--- src/rtl/idle_gap_pkg.sv ---
package idle_gap_pkg;
  // Required half-bit ticks for a setting; zero picks the supplied default.
  function automatic int unsigned gap_ticks(input int unsigned sel, input int unsigned dflt);
    if (sel == 0) return dflt;
    return 2 * sel - 1;
  endfunction

  function automatic int unsigned max_ticks(input int unsigned sel_w, input int unsigned dflt);
    int unsigned prog;
    prog = 2 * ((1 << sel_w) - 1) - 1;
    return (prog > dflt) ? prog : dflt;
  endfunction
endpackage

--- src/rtl/gap_arm_select.sv ---
module gap_arm_select (
  input  logic auto_start,
  input  logic sw_som,
  input  logic tx_done,
  input  logic rx_done,
  input  logic ready,
  output logic arm
);
  logic raw;
  always_comb begin
    raw = auto_start ? (tx_done | rx_done) : sw_som;
    // A pending grant swallows further arming events
    arm = raw & ~ready;
  end
endmodule

--- src/rtl/gap_target_latch.sv ---
module gap_target_latch #(
  parameter int unsigned SEL_W = 3,
  parameter int unsigned DEFAULT_TICKS = 5,
  parameter int unsigned CNT_W = 4
) (
  input  logic             clk,
  input  logic             rst,
  input  logic             arm,
  input  logic [SEL_W-1:0] gap_sel,
  output logic [CNT_W-1:0] target
);
  import idle_gap_pkg::*;
  logic [CNT_W-1:0] decoded;

  always_comb decoded = CNT_W'(gap_ticks(int'(gap_sel), DEFAULT_TICKS));

  always_ff @(posedge clk) begin
    if (rst)      target <= CNT_W'(1);
    else if (arm) target <= decoded;
  end

  // the captured target only moves on an arming edge
  a_r8_target_frozen: assert property (@(posedge clk) disable iff (rst)
    !arm |=> $stable(target));
endmodule

--- src/rtl/gap_idle_counter.sv ---
module gap_idle_counter #(
  parameter int unsigned CNT_W = 4
) (
  input  logic             clk,
  input  logic             rst,
  input  logic             arm,
  input  logic             armed,
  input  logic             line_idle,
  input  logic             half_tick,
  input  logic [CNT_W-1:0] target,
  output logic             done
);
  logic [CNT_W-1:0] cnt;

  always_comb
    done = armed & ~arm & line_idle & half_tick & (cnt == target - CNT_W'(1));

  always_ff @(posedge clk) begin
    if (rst)                   cnt <= '0;
    else if (arm)              cnt <= '0;
    else if (armed) begin
      if (!line_idle)          cnt <= '0;
      else if (done)           cnt <= '0;
      else if (half_tick)      cnt <= cnt + CNT_W'(1);
    end
  end

  // line activity while counting clears the count
  a_r6_busy_line_clears: assert property (@(posedge clk) disable iff (rst)
    armed && !arm && !line_idle |=> cnt == '0);
  // count stays below the target while armed
  a_r2_below_target: assert property (@(posedge clk) disable iff (rst)
    armed |-> cnt < target);
  // arming cycle restarts from zero whatever the tick
  a_r10_arm_zero: assert property (@(posedge clk) disable iff (rst)
    arm |=> cnt == '0);
endmodule

--- src/rtl/idle_gap_timer.sv ---
module idle_gap_timer #(
  parameter int unsigned SEL_W = 3,
  parameter int unsigned DEFAULT_TICKS = 5,
  localparam int unsigned MAX_TICKS = idle_gap_pkg::max_ticks(SEL_W, DEFAULT_TICKS),
  localparam int unsigned CNT_W = $clog2(MAX_TICKS + 1)
) (
  input  logic             clk,
  input  logic             rst,
  input  logic             half_tick,
  input  logic             line_idle,
  input  logic [SEL_W-1:0] gap_sel,
  input  logic             auto_start,
  input  logic             sw_som,
  input  logic             tx_done,
  input  logic             rx_done,
  input  logic             start_ack,
  output logic             busy,
  output logic             tx_ready
);
  logic             arm;
  logic             done;
  logic [CNT_W-1:0] target;

  gap_arm_select u_sel (
    .auto_start(auto_start), .sw_som(sw_som), .tx_done(tx_done),
    .rx_done(rx_done), .ready(tx_ready), .arm(arm)
  );

  gap_target_latch #(.SEL_W(SEL_W), .DEFAULT_TICKS(DEFAULT_TICKS), .CNT_W(CNT_W)) u_tgt (
    .clk(clk), .rst(rst), .arm(arm), .gap_sel(gap_sel), .target(target)
  );

  gap_idle_counter #(.CNT_W(CNT_W)) u_cnt (
    .clk(clk), .rst(rst), .arm(arm), .armed(busy), .line_idle(line_idle),
    .half_tick(half_tick), .target(target), .done(done)
  );

  always_ff @(posedge clk) begin
    if (rst) begin
      busy     <= 1'b0;
      tx_ready <= 1'b0;
    end else begin
      if (arm)       busy <= 1'b1;
      else if (done) busy <= 1'b0;
      if (done)           tx_ready <= 1'b1;
      else if (start_ack) tx_ready <= 1'b0;
    end
  end

  // grant holds until acknowledged, then clears
  a_r7_ready_holds: assert property (@(posedge clk) disable iff (rst)
    tx_ready && !start_ack |=> tx_ready);
  a_r7_ack_clears: assert property (@(posedge clk) disable iff (rst)
    tx_ready && start_ack |=> !tx_ready);
  // counting and granted never overlap
  a_r9_exclusive: assert property (@(posedge clk) disable iff (rst)
    !(busy && tx_ready));
  // grant only appears after an idle tick while counting
  a_r2_rise_on_tick: assert property (@(posedge clk) disable iff (rst)
    !tx_ready ##1 tx_ready |-> $past(half_tick && line_idle && busy));
endmodule

--- config.mk ---
export PLATFORM = sky130hd
export DESIGN_NAME = idle_gap_timer
export DESIGN_NICKNAME = d
export VERILOG_FILES = /design/src/rtl/idle_gap_pkg.sv /design/src/rtl/gap_arm_select.sv /design/src/rtl/gap_target_latch.sv /design/src/rtl/gap_idle_counter.sv /design/src/rtl/idle_gap_timer.sv
export SDC_FILE = /design/constraint.sdc
export NUM_CORES = 1
export LEC_CHECK = 0
export BUFFER_PORTS_ARGS = -buffer_cell sky130_fd_sc_hd__buf_2
export CAP_MARGIN = 10
export CORE_AREA = 2 2 39 41
export DETAILED_ROUTE_END_ITERATION = 10
export DIE_AREA = 0 0 41 43
export MAX_ROUTING_LAYER = met4
export PLACE_DENSITY = 0.7
export SLEW_MARGIN = 20
export SYNTH_ARGS = -nofsm -noshare
export SYNTH_HDL_FRONTEND = slang
export SYNTH_SLANG_ARGS = --single-unit
--- constraint.sdc ---
create_clock -name clk -period 1.7 [get_ports clk]
set_clock_uncertainty 0.2 [all_clocks]
set_input_delay 0.34 -clock clk [delete_from_list [all_inputs] [get_ports clk]]
set_output_delay 0.34 -clock clk [all_outputs]
set_load 0.01 [all_outputs]
# --- Word level (Yosys, flattened, before mapping) ---
# Cells that the tools add are included.
classes:
  n_reduce_logical: 5
  add_sub_neg: 3
  bitwise: 8
  eq_ne: 2
  mux: 11
op_table:
  columns: ["op", "count"]
  rows:
  - ["two-way mux 4 bit", 4]
  - ["subtractor 4 x 1 -> 4 bit, second input constant", 2]
  - ["two-way mux 1 bit", 6]
  - ["AND 1 bit", 5]
  - ["adder 4 x 1 -> 4 bit, second input constant", 1]
  - ["equality test 4 bit", 1]
  - ["nonzero test 2 bit", 2]
  - ["logical NOT 3 bit", 1]
  - ["two-way mux 3 bit", 1]
  - ["inequality test 3 x 2 -> 1 bit, second input constant", 1]
  - ["NOT 1 bit", 2]
  - ["AND reduction 2 bit", 1]
  - ["OR reduction 2 bit", 1]
  - ["OR 1 bit", 1]
word_totals:
  output_inout_bits: 2
  regBits: 10
  input_bits: 12
  wordCells: 33

# --- Longest topological paths before layout ---
# Gate-level depths: netlist of run 1.
logic_depth:
  word_depth: 10
  ltp_mapped: 6

# --- By module ---
# From an unflattened synthesis of run 1, not the netlist that was laid out.
unflattened:
  cells_unflattened: 73
  hier_area_um2: 600.6
by_module_without_submodules:
  columns: ["mod", "cells_each", "area_per_inst_um2", "instances", "seq_area_each_um2"]
  rows:
  - ["gap_idle_counter", 42, 334.1, 1, 80.1]
  - ["gap_target_latch", 20, 177.7, 1, 60.1]
  - ["idle_gap_timer", 8, 73.8, 1, 40.0]
  - ["gap_arm_select", 3, 15.0, 1, 0.0]

# --- Worst setup path after synthesis of run 1 ---
# Ideal clock, no wire load.
synth_path:
  path_kind: "register to register"
  from: "reg u_cnt.cnt[1]"
  to: "reg u_cnt.cnt[3]"
  arrival_time_ps: 1256
  path_stages_with_launch: 5
  setup_slack_ps: 120
  period_less_slack_ps: 1580
  path_buffers: 0
  cell_sequence: "dfxtp_1 > xor2_1 > or4_4 > o211ai_1 > a31oi_1"
synth_between:
  elab_chain_cells: 4
synth_lines:
  columns: ["element", "line", "source"]
  rows:
  - ["start, declared", "gap_idle_counter.sv:13", "logic [CNT_W-1:0] cnt;"]
  - ["start signal, assigned", "gap_idle_counter.sv:24", "else if (half_tick) cnt <= cnt + CNT_W'(1);"]
  - ["adder 4 x 1 -> 4 bit or equality test 4 bit (tied branches)", "gap_idle_counter.sv:24, gap_idle_counter.sv:16", null]
  - ["two-way mux 4 bit or AND 1 bit (tied branches)", "gap_idle_counter.sv:24, gap_idle_counter.sv:16", null]
  - ["two-way mux 4 bit or inequality test 3 x 2 -> 1 bit (tied branches)", null, null]
  - ["two-way mux 4 bit or AND reduction 2 bit (tied branches)", null, null]
# Several ways; a longest one is shown, not always the timed one. The select of a mux whose other input is x is not followed.
# A chain may end at the register's enable or synchronous reset.

# --- Worst setup path in the final report of run 1 ---
layout_path:
  from: "reg u_cnt.cnt[1]"
  to: "reg u_cnt.cnt[1]"
# The elaborated chain is that of the path after synthesis.

==> metrics, run 1 <==
status=finished, final reports clean; via count=around 490; pre-CTS WS=61.88 ps; diode count=0; GRT Total Usage=between 10% and 20%; Net Sw Frac=about 26%; cell taking the most area after synthesis=dfxtp_1; crit path cell chain=xor2_1 > or4_4 > o211ai_1 > a21oi_1; Initial DRC Count=6; Sequential Power Share=47.8%; row count=14; crit end category=register; Max-Cap Viols=0; TritonCTS Sinks=9; most common cell after layout, fill and taps aside=buf_2; CTS root buf=clkbuf_4; Core ar.=around 1400 um^2; Max-slew headroom=between 70% and 80%; RSZ-0062 raised after global routing=no; Detail Route Antenna Nets=0; GPL Wtd Cong=roughly 0.72; Post-CTS Setup Repair Bufs=0; Gates resized, CTS repair=0; register area share after synthesis=34.04%; crit path DAT=approximately 1600 ps; drc violations=0; R2R Path Start=u_cnt.cnt[1]$_SDFFE_PP0P_; R2R Path End=u_cnt.cnt[1]$_SDFFE_PP0P_; peak supply drop=0.0004777 V; CTS H-tree lvls=1; largest net degree at the start of global routing=8; Comb power frac=around 17%; vias in the first global route=approximately 420; f_max=just over 0.6 GHz; DR pass1 iterations=4; Clk pwr share=between 30% and 40%; Netlist Area Pre-Place=529.3 um^2; total CTS buffers=3; number of synthesized flops with an enable pin=0; Pleak=~0.32 nW; I/O pin total=14; CP endpoint=u_cnt.cnt[1]$_SDFFE_PP0P_; port bufs=13; layout cells sized above 1=between 30% and 40%; via/cell ratio=between 5 and 6; syn_area_per_cell=8.676 um^2; clk_lat worst skew=~260 ps; Ys Warns=0; hold path depth=2; Final min period=1613 ps; post-DP HPWL=around 880 um; syn_nets=77; grt ovf=0; Crit Path Max Fanout=4; Final TNS setup=0 ps; Clock transition at path regs=roughly 70 ps; Critical Setup Path Class=register to register; Final Non-Filler Cells=97; crit share post-route=94.90%; Slowest cell on crit path=or4_4; Sw Pwr=roughly 0.12 mW; layout overhead on the synthesized area=25.77%; Final setup viols=0; Nets=98; die width=roughly 41 um; Hold Crit Start=rst; Yosys cell types=28; pwr dens=711.3 nW/um^2; die height=~43 um; Synth Instances=61; startpoint types=register; first-pass GRT wire length=~1700 um; Final Hold Fails=0; register bit total from synthesis=9; clock buffer depth=2; Die Area=~1800 um^2; HP Class=primary input to register; hold buffers post-CTS=0; top cell type's share of synthesized area=34.04%; Initial Utilization=approximately two fifths; worst endpoint required time=1650 ps; DR WL/cell=11.13 um; Area contributors post-synth=dfxtp_1 (34%), ha_1 (9.5%), inv_1 (5.0%), nor2_1 (5.0%), xor2_1 (5.0%); final slew viol count=0; Worst Setup SP=u_cnt.cnt[1]$_SDFFE_PP0P_; commonest non-fill, non-tap cells in the layout=buf_2 (13), inv_1 (7), nor2_1 (7), dfxtp_1 (7); worst slew pin tran=approximately 360 ps; fin worst setup slack=86.69 ps; CTS tree=yes; P_int=between 0.3 and 0.4 mW; Placed Cells=93; main flop type after synthesis=dfxtp_1; antenna violations before repair=0; Async SR Flop Fraction=0%; CP top delay family=simple AND/OR/NAND/NOR gates; WL final=between 1000 and 1500 um; flop2flop setup slack=90 ps; Worst path depth=4; Critical path buffers and inverters=0; slowest stage delay, CP=~540 ps; R2R depth=4
==> synth_stat cells, types with 2 or more instances <==
library cell	n
nand2_1	4
nand3b_1	2
ha_1	4
mux2i_1	2
inv_1	7
nor2_1	7
xor2_1	3
dfxtp_1	9
a21oi_1	2
o211ai_1	3
==> cells by family after synthesis <==
| family | share of synthesized area (%) |
|---|---|
| and+or+nand+nor | 26.48 |
| AOI/OAI and AO/OA | 16.31 |
| DFF | 34.04 |
| buffers and inverters | 4.965 |
| adders and majority gates | 9.457 |
| xor gates and xnor gates | 4.965 |
| muxes | 3.783 |
==> final cells by class <==
type                       count  area (um^2)
fill                         138        718.2
timing repair buffer          16        87.58
tap                           16        20.02
clock buffer                   4        26.28
multi-input combinational     45        322.8
sequential                     9        182.7
inverter                       7        26.28
==> through the flow <==
step / area (um^2) / power [mW] / util (%) / hold slack (ps)
3_5_place_dp: 636.9 / 0.3130 / 46.02 / 307.6
4_1_cts: 663.1 / 0.4795 / 47.92 / 133.6
2_1_floorplan: 529.3 / 0.2759 / - / 212.1
3_3_place_gp: 636.9 / 0.3113 / 46.02 / 290.2
5_1_grt: 665.6 / 0.4992 / 48.10 / 143.0
6_report: 665.6 / 0.4735 / 48.10 / 138.3
==> power by group through the flow <==
stage	logic, mW	registers (mW)	clock network, mW
after floorplan	0.0453	0.231	0
after global placement	0.0806	0.231	0
after detailed placement	0.0814	0.232	0
after CTS	0.0819	0.227	0.171
after global routing	0.0901	0.228	0.181
final	0.0809	0.226	0.166
==> registers in the layout, indices dropped and copies added, names as in the netlist <==
| register | count |
|---|---|
| busy | 1 |
| tx_ready | 1 |
| u_cnt.cnt | 4 |
| u_tgt.target | 3 |
==> worst min path at each step <==
stage                              endpoint  slack (ps)
6_report       u_tgt.target[2]$_SDFFE_PP0P_         140
5_1_grt        u_tgt.target[1]$_SDFFE_PP0P_         140
4_1_cts        u_tgt.target[2]$_SDFFE_PP0P_         130
3_5_place_dp   u_tgt.target[2]$_SDFFE_PP0P_         310
3_3_place_gp      u_cnt.cnt[1]$_SDFFE_PP0P_         290
2_1_floorplan  u_tgt.target[2]$_SDFFE_PP0P_         210
==> layer usage <==
layer	global-route usage, %	vias up	routed length [um]
li1	-	257	-
met1	17.74	221	477
met2	22.19	11	551
met3	7.853	0	51
met4	4.000	0	0
met5	-	-	0
Power figures use the tool's default switching activity.
==> run 2, diff against run 1 <==
Settings changed: CAP_MARGIN 10 to unset, CELL_PAD_IN_SITES_DETAIL_PLACEMENT set to 1, CELL_PAD_IN_SITES_GLOBAL_PLACEMENT set to 1, CORE_AREA 2 2 39 41 to unset, CORE_UTILIZATION set to 35, DIE_AREA 0 0 41 43 to unset, PLACE_DENSITY 0.7 to 0.8.
==> run 2 against run 1 <==
  * Flip-flop and latch count unchanged
  * Utilization up 1.7 points
  * Non-clock buffer count is 1 higher
  * Combinational power is 3.1% higher
  * Count of clock-buffer cells in the layout is the same
  * Register-to-register slack got worse by 30 ps
  * Final cell count stayed put
  * Via count down 0.61%
  * Sequential power about the same
  * Design area up 0.94%
  * Wire length up 20%
  * Worst hold slack worse by 5.2 ps
  * Largest cell class unchanged
==> metrics, run 2 (synthesis results as in run 1) <==
status=finished, final reports clean; CTS tree=yes; R2R Path Start=u_cnt.cnt[1]$_SDFFE_PP0P_; M1 WL=611 um (+28%); port bufs=13 (unchanged); Final min period=1647 ps (+33.52 ps); layout cells sized above 1=30.49% (-0.38 points); Final Non-Filler Cells=97 (unchanged); Die Area=1672 um^2 (-5.2%); Clock transition at path regs=70 ps (about the same); Critical Setup Path Class=register to register; met3 routed wirelength=27 um (-47%); total CTS buffers=3 (unchanged); R2R Path End=u_cnt.cnt[3]$_SDFFE_PP0P_; Layout fillers=171 (+24%); max reg flops=4 (unchanged); TritonCTS Sinks=9 (unchanged); WL final=1297 um (+20%); final slew viol count=0 (unchanged); clk_lat worst skew=260 ps (about the same); worst endpoint required time=1640 ps (about the same); hold path depth=2 (unchanged); biggest regs=u_cnt.cnt x4, u_tgt.target x3; row count=13 (-1); pre-CTS WS=-8.387 ps (-70.27 ps); Initial DRC Count=0 (-6); Post-CTS Setup Repair Bufs=0 (unchanged); vias in the first global route=450 (+6.1%); I/O pin total=14 (unchanged); Hold Crit Start=rst; pwr dens=718.1 nW/um^2 (+0.96%); Final setup viols=0 (unchanged); die width=40.89 um (-0.28%); highest metal used=met4; fin worst setup slack=53.17 ps (-33.52 ps); most common cell after layout, fill and taps aside=buf_2; via count=486 (-0.61%); startpoint types=register; peak supply drop=0.0004318 V (-9.6%); RSZ-0062 raised after global routing=yes; footprint of the multi-input gates=324.1 um^2 (+0.39%); power after layout=0.4825 mW (+1.9%); CTS H-tree lvls=1 (unchanged); die height=40.89 um (-4.9%); layout overhead on the synthesized area=26.95%; first-pass GRT wire length=1973 um (+15%); area taken by flip-flops and latches=181.4 um^2 (-0.68%); Detail Route Antenna Nets=0 (unchanged); Gates resized, CTS repair=0 (unchanged); slowest stage delay, CP=540 ps (about the same); Placed Cells=93 (unchanged); Nets=99 (+1.0%); DR pass1 iterations=1 (-3); drc violations=0 (unchanged); Worst Hold End=u_tgt.target[2]$_SDFFE_PP0P_; diode count=0 (unchanged); GRT Total Usage=19.72% (+4.6 points); GPL Wtd Cong=0.7036 (-2.8%); Final TNS setup=0 ps (unchanged); CTS root buf=clkbuf_4; Pleak=0.3276 nW (+1.5%); clock buffer depth=2 (unchanged); crit share post-route=96.87% (+2.0 points); flop2flop setup slack=50 ps (-30 ps); met2 WL=638 um (+16%); Slowest cell on crit path=or4_4; Crit Path Max Fanout=4 (unchanged); commonest non-fill, non-tap cells in the layout=buf_2 (13), dfxtp_1 (8), inv_1 (7), nor2_1 (7); HP Class=primary input to register; via/cell ratio=5.010 (-0.61%); crit path cell chain=xor2_1 > or4_4 > o211ai_1 > a31oi_1; Max-slew headroom=79.11% (+3.6 points); post-DP HPWL=983.7 um (+12%); R2R depth=4 (unchanged); crit end category=register; most flop-heavy register=u_cnt.cnt; worst slew pin tran=312.6 ps (-45.53 ps); Final Hold Fails=0 (unchanged); largest net degree at the start of global routing=8 (unchanged); Core ar.=1350 um^2 (-2.4%); DR WL/cell=13.37 um (+20%); grt ovf=0 (unchanged); Max-Cap Viols=0 (unchanged); hold buffers post-CTS=0 (unchanged); f_max=0.6072 GHz (-2.0%); crit path DAT=1590 ps (+30 ps); Initial Utilization=39.20% (+0.96 points); antenna violations before repair=0 (unchanged)
## run 2: changes by cell type in the layout (fill, tap and decap cells not counted)
cell       delta
buf_4         +1
a2111oi_0     -1
dfxtp_1       +1
dfxtp_2       -1
a2111oi_1     +1
## run 2: power breakdown
| part | internal [mW] | total, mW | switching, mW |
|---|---|---|---|
| registers | 0.219 | 0.226 | 0.00643 |
| logic | 0.0416 | 0.0834 | 0.0418 |
| clock network | 0.0905 | 0.173 | 0.0829 |
| total | 0.351 | 0.483 | 0.131 |
## run 2: cell type report
cell class | instances | share of cell area [%]
Multi-Input combinational cell | 45 | 48.23
Tap cell | 15 | 2.793
Timing Repair Buffer | 17 | 14.15
Clock buffer | 4 | 3.911
Sequential cell | 9 | 27.00
Inverter | 7 | 3.911
## run 2: critical path, delay by kind of cell (launching register included)
family	cells	cell delay, ps
AND/OR/NAND/NOR	1	540
flip-flops	1	350
AO/OA/AOI/OAI	2	290
XOR/XNOR	1	160
## run 2: layer usage
layer | up-vias | global-route usage (%)
met5 | - | -
met4 | 0 | 12.50
met3 | 2 | 3.261
met2 | 7 | 31.64
met1 | 216 | 22.48
li1 | 261 | -
## run 2: stage by stage
stage	hold WS [ps]	instance area (um^2)	utilization, %
after floorplan	212.1	529.3	-
after global placement	300.9	643.1	47.64
after detailed placement	308.1	643.1	47.64
after CTS	128.3	669.4	49.58
after global routing	138.7	671.9	49.77
final	133.1	671.9	49.77
## run 2: worst max path at each step
| stage | startpoint | end | slack (ps) | cells after the start |
|---|---|---|---|---|
| global route | u_cnt.cnt[1]$_SDFFE_PP0P_ | u_cnt.cnt[3]$_SDFFE_PP0P_ | -40 | 4 |
| CTS | u_cnt.cnt[1]$_SDFFE_PP0P_ | u_cnt.cnt[3]$_SDFFE_PP0P_ | 0.8 | 4 |
| global placement | u_cnt.cnt[1]$_SDFFE_PP0P_ | u_cnt.cnt[0]$_SDFFE_PP0P_ | 40 | 4 |
| detailed placement | rx_done | u_cnt.cnt[2]$_SDFFE_PP0P_ | -8 | 6 |
| floorplan | u_cnt.cnt[1]$_SDFFE_PP0P_ | u_cnt.cnt[3]$_SDFFE_PP0P_ | 120 | 4 |
| finish | u_cnt.cnt[1]$_SDFFE_PP0P_ | u_cnt.cnt[3]$_SDFFE_PP0P_ | 50 | 4 |
==> run 3, diff against run 2 <==
Settings changed: CTS_BUF_LIST set to sky130_fd_sc_hd__clkbuf_8 sky130_fd_sc_hd__clkbuf_16.
==> run 3 against run 2 <==
  * Register-to-register slack about the same
  * First-iteration DRC count grew 2
  * Sequential power barely moved
  * Power up 15%
  * Wire length down 1.9%
  * Die area did not move
  * Combinational power barely moved
  * Critical path depth is the same
  * Via count grew 2.9%
  * Non-clock buffer count stayed put
  * Global-route usage fell by 0.35 points
  * Critical endpoint unchanged
==> metrics, run 3 (synthesis results as in run 1) <==
Critical Setup Path Class=register to register; Max-slew headroom=77.84% (-1.3 points); hold buffers post-CTS=0 (unchanged); GRT Total Usage=19.38% (-0.35 points); die height=40.89 um (unchanged); CTS tree=yes; vias in the first global route=457 (+1.6%); TritonCTS Sinks=9 (unchanged); Detail Route Antenna Nets=0 (unchanged); DR pass1 iterations=2 (+1); status=finished, final reports clean; Sequential Power Share=40.7% (-6.1 points); met1 GRT Util=21.82% (-0.65 points); final slew viol count=0 (unchanged); Final TNS setup=0 ps (unchanged); RSZ-0062 raised after global routing=yes; met3 usage=4.891% (+1.6 points); flop2flop setup slack=60 ps (about the same); via count=500 (+2.9%); met2 Resource Use GR=30.08% (-1.6 points); DR WL/cell=13.11 um (-1.9%); worst endpoint required time=1610 ps (-30 ps); Net Sw Frac=24.68% (-2.5 points); I/O pin total=14 (unchanged); f_max=0.6101 GHz (+0.47%); P_int=0.4196 mW (+19%); antenna violations before repair=0 (unchanged); layout overhead on the synthesized area=30.50%; Initial Utilization=39.20% (unchanged); worst slew pin tran=331.6 ps (+19.02 ps); CTS root buf=clkbuf_8; diode count=0 (unchanged); Final setup viols=0 (unchanged); Max-Cap Viols=0 (unchanged); Layout fillers=167 (-2.3%); biggest regs=u_cnt.cnt x4, u_tgt.target x3; Final Hold Fails=0 (unchanged); grt ovf=0 (unchanged); Final min period=1639 ps (-7.753 ps); row count=13 (unchanged); total CTS buffers=3 (unchanged); busiest layer in global routing=met2; port bufs=13 (unchanged); pwr dens=806.6 nW/um^2 (+12%); Core ar.=1350 um^2 (unchanged); most common cell after layout, fill and taps aside=buf_2; CTS H-tree lvls=1 (unchanged); clk_lat worst skew=230 ps (-30 ps); die width=40.89 um (unchanged); Gates resized, CTS repair=0 (unchanged); startpoint types=register; crit end category=register; Post-CTS Setup Repair Bufs=0 (unchanged); commonest non-fill, non-tap cells in the layout=buf_2 (13), inv_1 (8), dfxtp_1 (8), nor2_1 (7); Clk pwr share=44.3% (+8.4 points); clock buffer depth=2 (unchanged); Finished Core Util=51.16% (+1.4 points); Crit Path Max Fanout=4 (unchanged); layout cells sized above 1=30.49% (unchanged); Comb power frac=15.0% (-2.3 points); Initial DRC Count=2 (+2); HP Class=primary input to register; Die Area=1672 um^2 (unchanged); Nets=99 (unchanged); via/cell ratio=5.155 (+2.9%); worst hold margin=162.2 ps (+29.15 ps); Pleak=0.3395 nW (+3.6%); WL final=1272 um (-1.9%); first-pass GRT wire length=1911 um (-3.1%); crit path DAT=1550 ps (-40 ps); largest net degree at the start of global routing=8 (unchanged); peak supply drop=0.0004443 V (+2.9%); max reg flops=4 (unchanged); GPL Wtd Cong=0.7036 (unchanged); crit share post-route=96.42% (-0.46 points); Clock transition at path regs=50 ps (-20 ps); most flop-heavy register=u_cnt.cnt; post-DP HPWL=983.7 um (unchanged); Sw Pwr=0.1375 mW (+4.9%); drc violations=0 (unchanged)
==> run 3: cell types whose count changed in the layout (fill, tap and decap cells not counted), sizes merged <==
cell,delta
inv,+1
clkbuf,-1
==> run 3: stage by stage <==
stage	total power [mW]	cells	area [um^2]	worst slack, ps
3_5_place_dp	0.3131	93	643.1	-8.387
6_report	0.5571	97	690.7	60.93
2_1_floorplan	0.2759	61	529.3	120.1
5_1_grt	0.5850	97	690.7	-33.43
3_3_place_gp	0.3110	93	643.1	39.44
4_1_cts	0.5641	97	688.2	15.17
==> run 3: layout make-up <==
type | instances | area [um^2] | share of cell area [%]
repair buffers | 17 | 95.09 | 13.77
clock buffers | 3 | 41.29 | 5.978
flip-flops and latches | 9 | 181.4 | 26.27
well taps | 15 | 18.77 | 2.717
clock inverters | 1 | 3.754 | 0.5435
inverters | 7 | 26.28 | 3.804
multi-input cells | 45 | 324.1 | 46.92
==> run 3: power groups by stage <==
stage	registers [mW]	logic [mW]	clock network, mW
floorplan	0.231	0.0453	0
global placement	0.230	0.0806	0
detailed placement	0.231	0.0822	0
CTS	0.227	0.0842	0.253
global route	0.228	0.0941	0.263
finish	0.227	0.0835	0.247
==> run 3: worst paths after layout <==
path                                           startpoint                            to  cells after the start
worst max-delay path            u_cnt.cnt[1]$_SDFFE_PP0P_     u_cnt.cnt[3]$_SDFFE_PP0P_                      4
worst max register to register  u_cnt.cnt[1]$_SDFFE_PP0P_     u_cnt.cnt[3]$_SDFFE_PP0P_                      4
worst min-delay path                                  rst  u_tgt.target[2]$_SDFFE_PP0P_                      2
worst min register to register  u_cnt.cnt[1]$_SDFFE_PP0P_     u_cnt.cnt[1]$_SDFFE_PP0P_                      2
==> run 3: metal layers <==
metal | wire, um | vias to the layer above
met5 | 0 | -
met4 | 32 | 0
met3 | 42 | 5
met2 | 615 | 10
met1 | 582 | 224
li1 | - | 261
==> run 3: worst max-delay path, stage by stage, from the launching register on <==
cell and delay [ps]:
dfxtp_2 340, xor2_1 160, or4_4 540, o211ai_1 190, a31oi_1 100
